**src/rtl/dpll_ctl_pkg.sv**
```systemverilog
package dpll_ctl_pkg;

   typedef enum logic [1:0] {
      MODE_ANA  = 2'd0,
      MODE_DIG  = 2'd1,
      MODE_HOLD = 2'd2
   } mode_e;

endpackage

```
**src/rtl/dpll_sync.sv**
```systemverilog
module dpll_sync #(
   parameter int STAGES = 2
) (
   input  logic clk,
   input  logic rst_n,
   input  logic d_async,
   output logic q_sync
);
   generate
      if (STAGES < 2) begin : g_bad_stages
         $error("dpll_sync: STAGES must be at least 2");
      end
   endgenerate

   logic [STAGES-1:0] chain;

   generate
      for (genvar i = 0; i < STAGES; i++) begin : g_stage
         if (i == 0) begin : g_first
            always_ff @(posedge clk) begin
               if (!rst_n) chain[0] <= 1'b0;
               else        chain[0] <= d_async;
            end
         end else begin : g_next
            always_ff @(posedge clk) begin
               if (!rst_n) chain[i] <= 1'b0;
               else        chain[i] <= chain[i-1];
            end
         end
      end
   endgenerate

   assign q_sync = chain[STAGES-1];
endmodule

```
**src/rtl/dpll_frame_ctr.sv**
```systemverilog
module dpll_frame_ctr #(
   parameter int W        = 4,
   parameter bit SATURATE = 1'b1
) (
   input  logic         clk,
   input  logic         rst_n,
   input  logic         clr,
   input  logic         inc,
   output logic [W-1:0] cnt
);
   generate
      if (W < 1) begin : g_bad_w
         $error("dpll_frame_ctr: W must be at least 1");
      end
   endgenerate

   logic at_top;

   generate
      if (SATURATE) begin : g_sat
         assign at_top = &cnt;
      end else begin : g_wrap
         assign at_top = 1'b0;
      end
   endgenerate

   always_ff @(posedge clk) begin
      if (!rst_n)              cnt <= '0;
      else if (clr)            cnt <= '0;
      else if (inc && !at_top) cnt <= cnt + 1'b1;
   end
endmodule

```
**src/rtl/dpll_mode_fsm.sv**
```systemverilog
module dpll_mode_fsm
   import dpll_ctl_pkg::*;
#(
   parameter int HOLD_W = 3,
   parameter int DCNT_W = 4,
   parameter int HCNT_W = 4,
   parameter int THR_LO = 4,
   parameter int THR_HI = 8
) (
   input  logic              clk,
   input  logic              rst_n,
   input  logic              frame_stb,
   input  logic              def_s,
   input  logic              thr_sel,
   input  logic [HOLD_W-1:0] hold_sel,
   input  logic [DCNT_W-1:0] dcnt,
   input  logic [HCNT_W-1:0] hcnt,
   output logic              d_inc,
   output logic              d_clr,
   output logic              h_inc,
   output logic              h_clr,
   output logic              pll_dig
);
   localparam int DW1 = DCNT_W + 1;
   localparam logic [DW1-1:0] THR_LO_V = DW1'(THR_LO);
   localparam logic [DW1-1:0] THR_HI_V = DW1'(THR_HI);

   mode_e            st, nxt;
   logic [DW1-1:0]   thr;
   logic [DW1-1:0]   run_next;
   logic [HCNT_W-1:0] hold_lim;

   assign thr      = thr_sel ? THR_HI_V : THR_LO_V;
   assign run_next = {1'b0, dcnt} + 1'b1;
   assign hold_lim = HCNT_W'(hold_sel) + 1'b1;

   always_comb begin
      nxt   = st;
      d_inc = 1'b0;
      d_clr = 1'b0;
      h_inc = 1'b0;
      h_clr = 1'b0;
      unique case (st)
         MODE_ANA: begin
            if (frame_stb) begin
               if (def_s) begin
                  if (run_next >= thr) begin
                     nxt   = MODE_DIG;
                     d_clr = 1'b1;
                  end else begin
                     d_inc = 1'b1;
                  end
               end else begin
                  d_clr = 1'b1;
               end
            end
         end
         MODE_DIG: begin
            if (frame_stb && !def_s) begin
               nxt   = MODE_HOLD;
               h_inc = 1'b1;
            end
         end
         MODE_HOLD: begin
            if (frame_stb) begin
               if (def_s) begin
                  nxt   = MODE_DIG;
                  h_clr = 1'b1;
               end else if (hcnt == hold_lim) begin
                  nxt   = MODE_ANA;
                  h_clr = 1'b1;
               end else begin
                  h_inc = 1'b1;
               end
            end
         end
         default: begin
            nxt   = MODE_ANA;
            d_clr = 1'b1;
            h_clr = 1'b1;
         end
      endcase
   end

   always_ff @(posedge clk) begin
      if (!rst_n) st <= MODE_ANA;
      else        st <= nxt;
   end

   assign pll_dig = (st != MODE_ANA);
endmodule

```
**src/rtl/dpll_defect_ctl.sv**
```systemverilog
module dpll_defect_ctl #(
   parameter int HOLD_W      = 3,
   parameter int THR_LO      = 4,
   parameter int THR_HI      = 8,
   parameter int SYNC_STAGES = 2
) (
   input  logic              clk,
   input  logic              rst_n,
   input  logic              frame_stb,
   input  logic              defect_in,
   input  logic              thr_sel,
   input  logic [HOLD_W-1:0] hold_sel,
   output logic              pll_dig
);
   localparam int DCNT_W = $clog2(THR_HI + 1);
   localparam int HCNT_W = HOLD_W + 1;

   generate
      if (THR_LO < 1 || THR_HI < THR_LO) begin : g_bad_thr
         $error("dpll_defect_ctl: need 1 <= THR_LO <= THR_HI");
      end
      if (HOLD_W < 1) begin : g_bad_hold
         $error("dpll_defect_ctl: HOLD_W must be at least 1");
      end
   endgenerate

   logic              def_s;
   logic              d_inc, d_clr, h_inc, h_clr;
   logic [DCNT_W-1:0] dcnt;
   logic [HCNT_W-1:0] hcnt;

   dpll_sync #(.STAGES(SYNC_STAGES)) u_sync (
      .clk     (clk),
      .rst_n   (rst_n),
      .d_async (defect_in),
      .q_sync  (def_s)
   );

   dpll_frame_ctr #(.W(DCNT_W), .SATURATE(1'b1)) u_run_ctr (
      .clk   (clk),
      .rst_n (rst_n),
      .clr   (d_clr),
      .inc   (d_inc),
      .cnt   (dcnt)
   );

   dpll_frame_ctr #(.W(HCNT_W), .SATURATE(1'b1)) u_hold_ctr (
      .clk   (clk),
      .rst_n (rst_n),
      .clr   (h_clr),
      .inc   (h_inc),
      .cnt   (hcnt)
   );

   dpll_mode_fsm #(
      .HOLD_W (HOLD_W),
      .DCNT_W (DCNT_W),
      .HCNT_W (HCNT_W),
      .THR_LO (THR_LO),
      .THR_HI (THR_HI)
   ) u_fsm (
      .clk       (clk),
      .rst_n     (rst_n),
      .frame_stb (frame_stb),
      .def_s     (def_s),
      .thr_sel   (thr_sel),
      .hold_sel  (hold_sel),
      .dcnt      (dcnt),
      .hcnt      (hcnt),
      .d_inc     (d_inc),
      .d_clr     (d_clr),
      .h_inc     (h_inc),
      .h_clr     (h_clr),
      .pll_dig   (pll_dig)
   );
endmodule

```
**config.mk**
```make
export PLATFORM = sky130hd
export DESIGN_NAME = dpll_defect_ctl
export DESIGN_NICKNAME = d
export VERILOG_FILES = /design/src/rtl/dpll_ctl_pkg.sv /design/src/rtl/dpll_sync.sv /design/src/rtl/dpll_frame_ctr.sv /design/src/rtl/dpll_mode_fsm.sv /design/src/rtl/dpll_defect_ctl.sv
export SDC_FILE = /design/constraint.sdc
export NUM_CORES = 1
export LEC_CHECK = 0
export BUFFER_PORTS_ARGS = -buffer_cell sky130_fd_sc_hd__buf_2
export CELL_PAD_IN_SITES_DETAIL_PLACEMENT = 0
export CELL_PAD_IN_SITES_GLOBAL_PLACEMENT = 1
export CORE_MARGIN = 3
export CORE_UTILIZATION = 30
export DETAILED_ROUTE_END_ITERATION = 10
export HOLD_SLACK_MARGIN = 0.08
export PLACE_DENSITY_LB_ADDON = 0.08
export SLEW_MARGIN = 20
export SYNTH_ARGS = -nofsm -noshare
export SYNTH_HDL_FRONTEND = slang
export SYNTH_SLANG_ARGS = --single-unit
```
**constraint.sdc**
```tcl
create_clock -name clk -period 2.5 [get_ports clk]
set_input_delay 0.625 -clock clk [delete_from_list [all_inputs] [get_ports clk]]
set_output_delay 0.625 -clock clk [all_outputs]
set_load 0.01 [all_outputs]
```
==> results.ini <==
[min_path]
hp-class = flip-flop to flip-flop
hold_path_depth = 1
min-delay-start = u_sync.chain[0]
min_to = u_sync.q_sync

[floorplanning]
fp.dieW_um = 60.8
chipHeight_um = 60.8
io_pins = 9
core.rowCount = 19
die_area_mm2 = 0.00370
coreArea_mm2 = 0.00281
initial_utilization_pct = 32.2

[power]
swShare_pct = 25.4
p_int_w = 0.000303
combinationalPowerShare_pct = 11.9
power.switching_w = 0.000103
power_density_mw_per_mm2 = 400
peakVddDrop_uv = 149
p_seq_share_pct = 47.9
power.total_w = 0.000406
power_leakage_nw = 0.413
p_clk_share_pct = 40.1

[placed_design]
gp_congestion = 0.699
dpl.hpwl_mm = 1.50
preCtsSetupSlack_ps = 197
port_buffers = 8

[yosys]
syn_nets = 118
avgSynthCellArea_um2 = 9.02
syn_inst = 100
syn_area_um2 = 902
synth-edff-count = 0
yosysUniqueCellTypes = 36
synth_warnings = 0
synth_ff_type = dfxtp_1
yosysSeqAreaShare_pct = 26.6
yosys_register_bits = 12
async_flop_share_pct = 0

[clock_tree]
path_clk_slew_ps = 80
cts_root_buf = clkbuf_4
cts_resized = 0
htree_levels = 1
clock_path_buffers = 2
clk-insertion-delay-late_ps = 280
ctsHoldBuffers = 0
numCtsBuffers = 3
cts_tree = yes
cts.sinks = 12
cts_setup_buffers = 0

[routing]
drt_first_iter_violations = 15
drtPass1Iterations = 4
drcViolationCount = 0
wl_per_cell_um = 13.6
totalWireLength_mm = 1.93
ant_nets = 0
num_vias = 748
avgViaCountPerCell = 5.27

[timing]
maxSlewHeadroom_pct = 65.4
hold_ws_ps = 442
post-route-min-period_ps = 2160
max_freq_mhz = 462
setup_violations = 0
hold_violations = 0
timing.setup.tns_ps = 0
fin_crit_sh_pct = 86.5
clock_skew_ps = 1.67
rsz0062_at_grt = no
worst_slack_ps = 337
slew_violations = 0
worstMarginPinSlew_ps = 517

[outcome]
status = complete, no violations

[finish]
drive_gt1_share_pct = 18.0
area_growth_pct = 12.3
finalNetCount = 130
mostFrequentLayoutCell = dfxtp_1
diodes = 0
final_core_util_pct = 36.1
final_cell_mix = dfxtp_1, ha_1, inv_1, buf_2

[worst_setup_path]
start_kind = flip-flop
critPathCaptureType = flip-flop
rrSetupSlack_ps = 340
cp_max_fo = 4
crit_arrival_ps = 2320
worst-setup-path-type = flip-flop to flip-flop
required_ps = 2660
r2r_start = u_run_ctr.cnt[0]
r2r_end = u_run_ctr.cnt[3]
rr_worst_depth = 8

[global_route]
grt_max_degree = 10
grt_pass1_vias = 738
grt_util_all_layers_pct = 12.0
grt_pass1_wl_mm = 3.30
antenna_found_initial = 0
grt-ovfl-total = 0

[job]
timing.max_cap.violations = 0

critical path, stage by stage (launching register included):
cell and delay (ps):
dfxtp_1 400, ha_1 230, xnor2_1 130, ha_1 240, a21bo_2 220, a2111o_1 490
nor2_1 150, xnor2_1 130, nor2_1 50
cells by family after synthesis:
group | count (synthesis) | synth area share, %
compound gates | 29 | 25.7
xor+xnor | 9 | 10.4
fa+ha+maj | 10 | 13.9
buf+inv | 9 | 3.74
flops | 12 | 26.6
mux | 1 | 1.11
simple gates | 30 | 18.6
synth_stat cells, drive strengths merged, types with 2 or more instances:
library cell | n | share of area (%)
dfxtp | 12 | 27
nor3 | 3 | 2.8
and2 | 3 | 2.1
a21o | 2 | 1.7
nand4 | 2 | 1.4
nand2 | 5 | 2.1
a21oi | 5 | 2.8
o21ai | 3 | 2.1
a31o | 2 | 2.9
ha | 10 | 14
a211oi | 2 | 2.2
inv | 8 | 3.3
xnor2 | 6 | 5.8
o21a | 2 | 1.7
xor2 | 2 | 1.9
o211ai | 5 | 4.2
nor2 | 6 | 2.5
nand3 | 6 | 3.3
and4 | 3 | 2.9
area by class of cell:
type | count | area, µm²
fill | 300 | 1790
multi-input combinational | 79 | 628
sequential | 12 | 240
timing repair buffer | 8 | 40.0
tap | 31 | 38.8
clock buffer | 4 | 36.3
inverter | 8 | 30.0
metal layers:
layer  track usage [%]  wire [µm]  up-vias
met4              6.50         18        0
li1                  -          -      394
met2              18.2        807       13
met3              2.13         83        2
met1              16.1       1020      339
met5                 0          0        -
metrics by stage:
stage          std cells  instance area [µm²]
4_1_cts              142                 1010
3_5_place_dp         138                  977
5_1_grt              142                 1010
3_3_place_gp         138                  977
6_report             142                 1010
2_1_floorplan        100                  902
how the worst max path moves through the flow:
stage	startpoint	to	slack [ps]	depth (start not counted)
floorplan	u_run_ctr.cnt[0]	u_run_ctr.cnt[2]	470	8
global placement	hold_sel[0]	u_fsm.st[0]	290	7
detailed placement	hold_sel[0]	u_fsm.st[1]	200	7
CTS	u_run_ctr.cnt[0]	u_run_ctr.cnt[3]	320	8
global route	u_run_ctr.cnt[0]	u_run_ctr.cnt[3]	180	8
finish	u_run_ctr.cnt[0]	u_run_ctr.cnt[3]	340	8
registers in the layout, indices dropped and copies added (netlist names):
register,flops
u_sync.q_sync,1
u_fsm.st,2
u_run_ctr.cnt,4
u_hold_ctr.cnt,4
u_sync.chain,1
power by group through the flow:
stage | Sequential [W] | Combinational, W | Clock [W]
final | 0.000195 | 0.0000484 | 0.000163
after global routing | 0.000195 | 0.0000545 | 0.000181
after CTS | 0.000195 | 0.0000491 | 0.000173
after detailed placement | 0.000199 | 0.0000489 | 0
after global placement | 0.000199 | 0.0000478 | 0
after floorplan | 0.000199 | 0.0000322 | 0
Note: power is estimated with default switching activity, not from simulation.
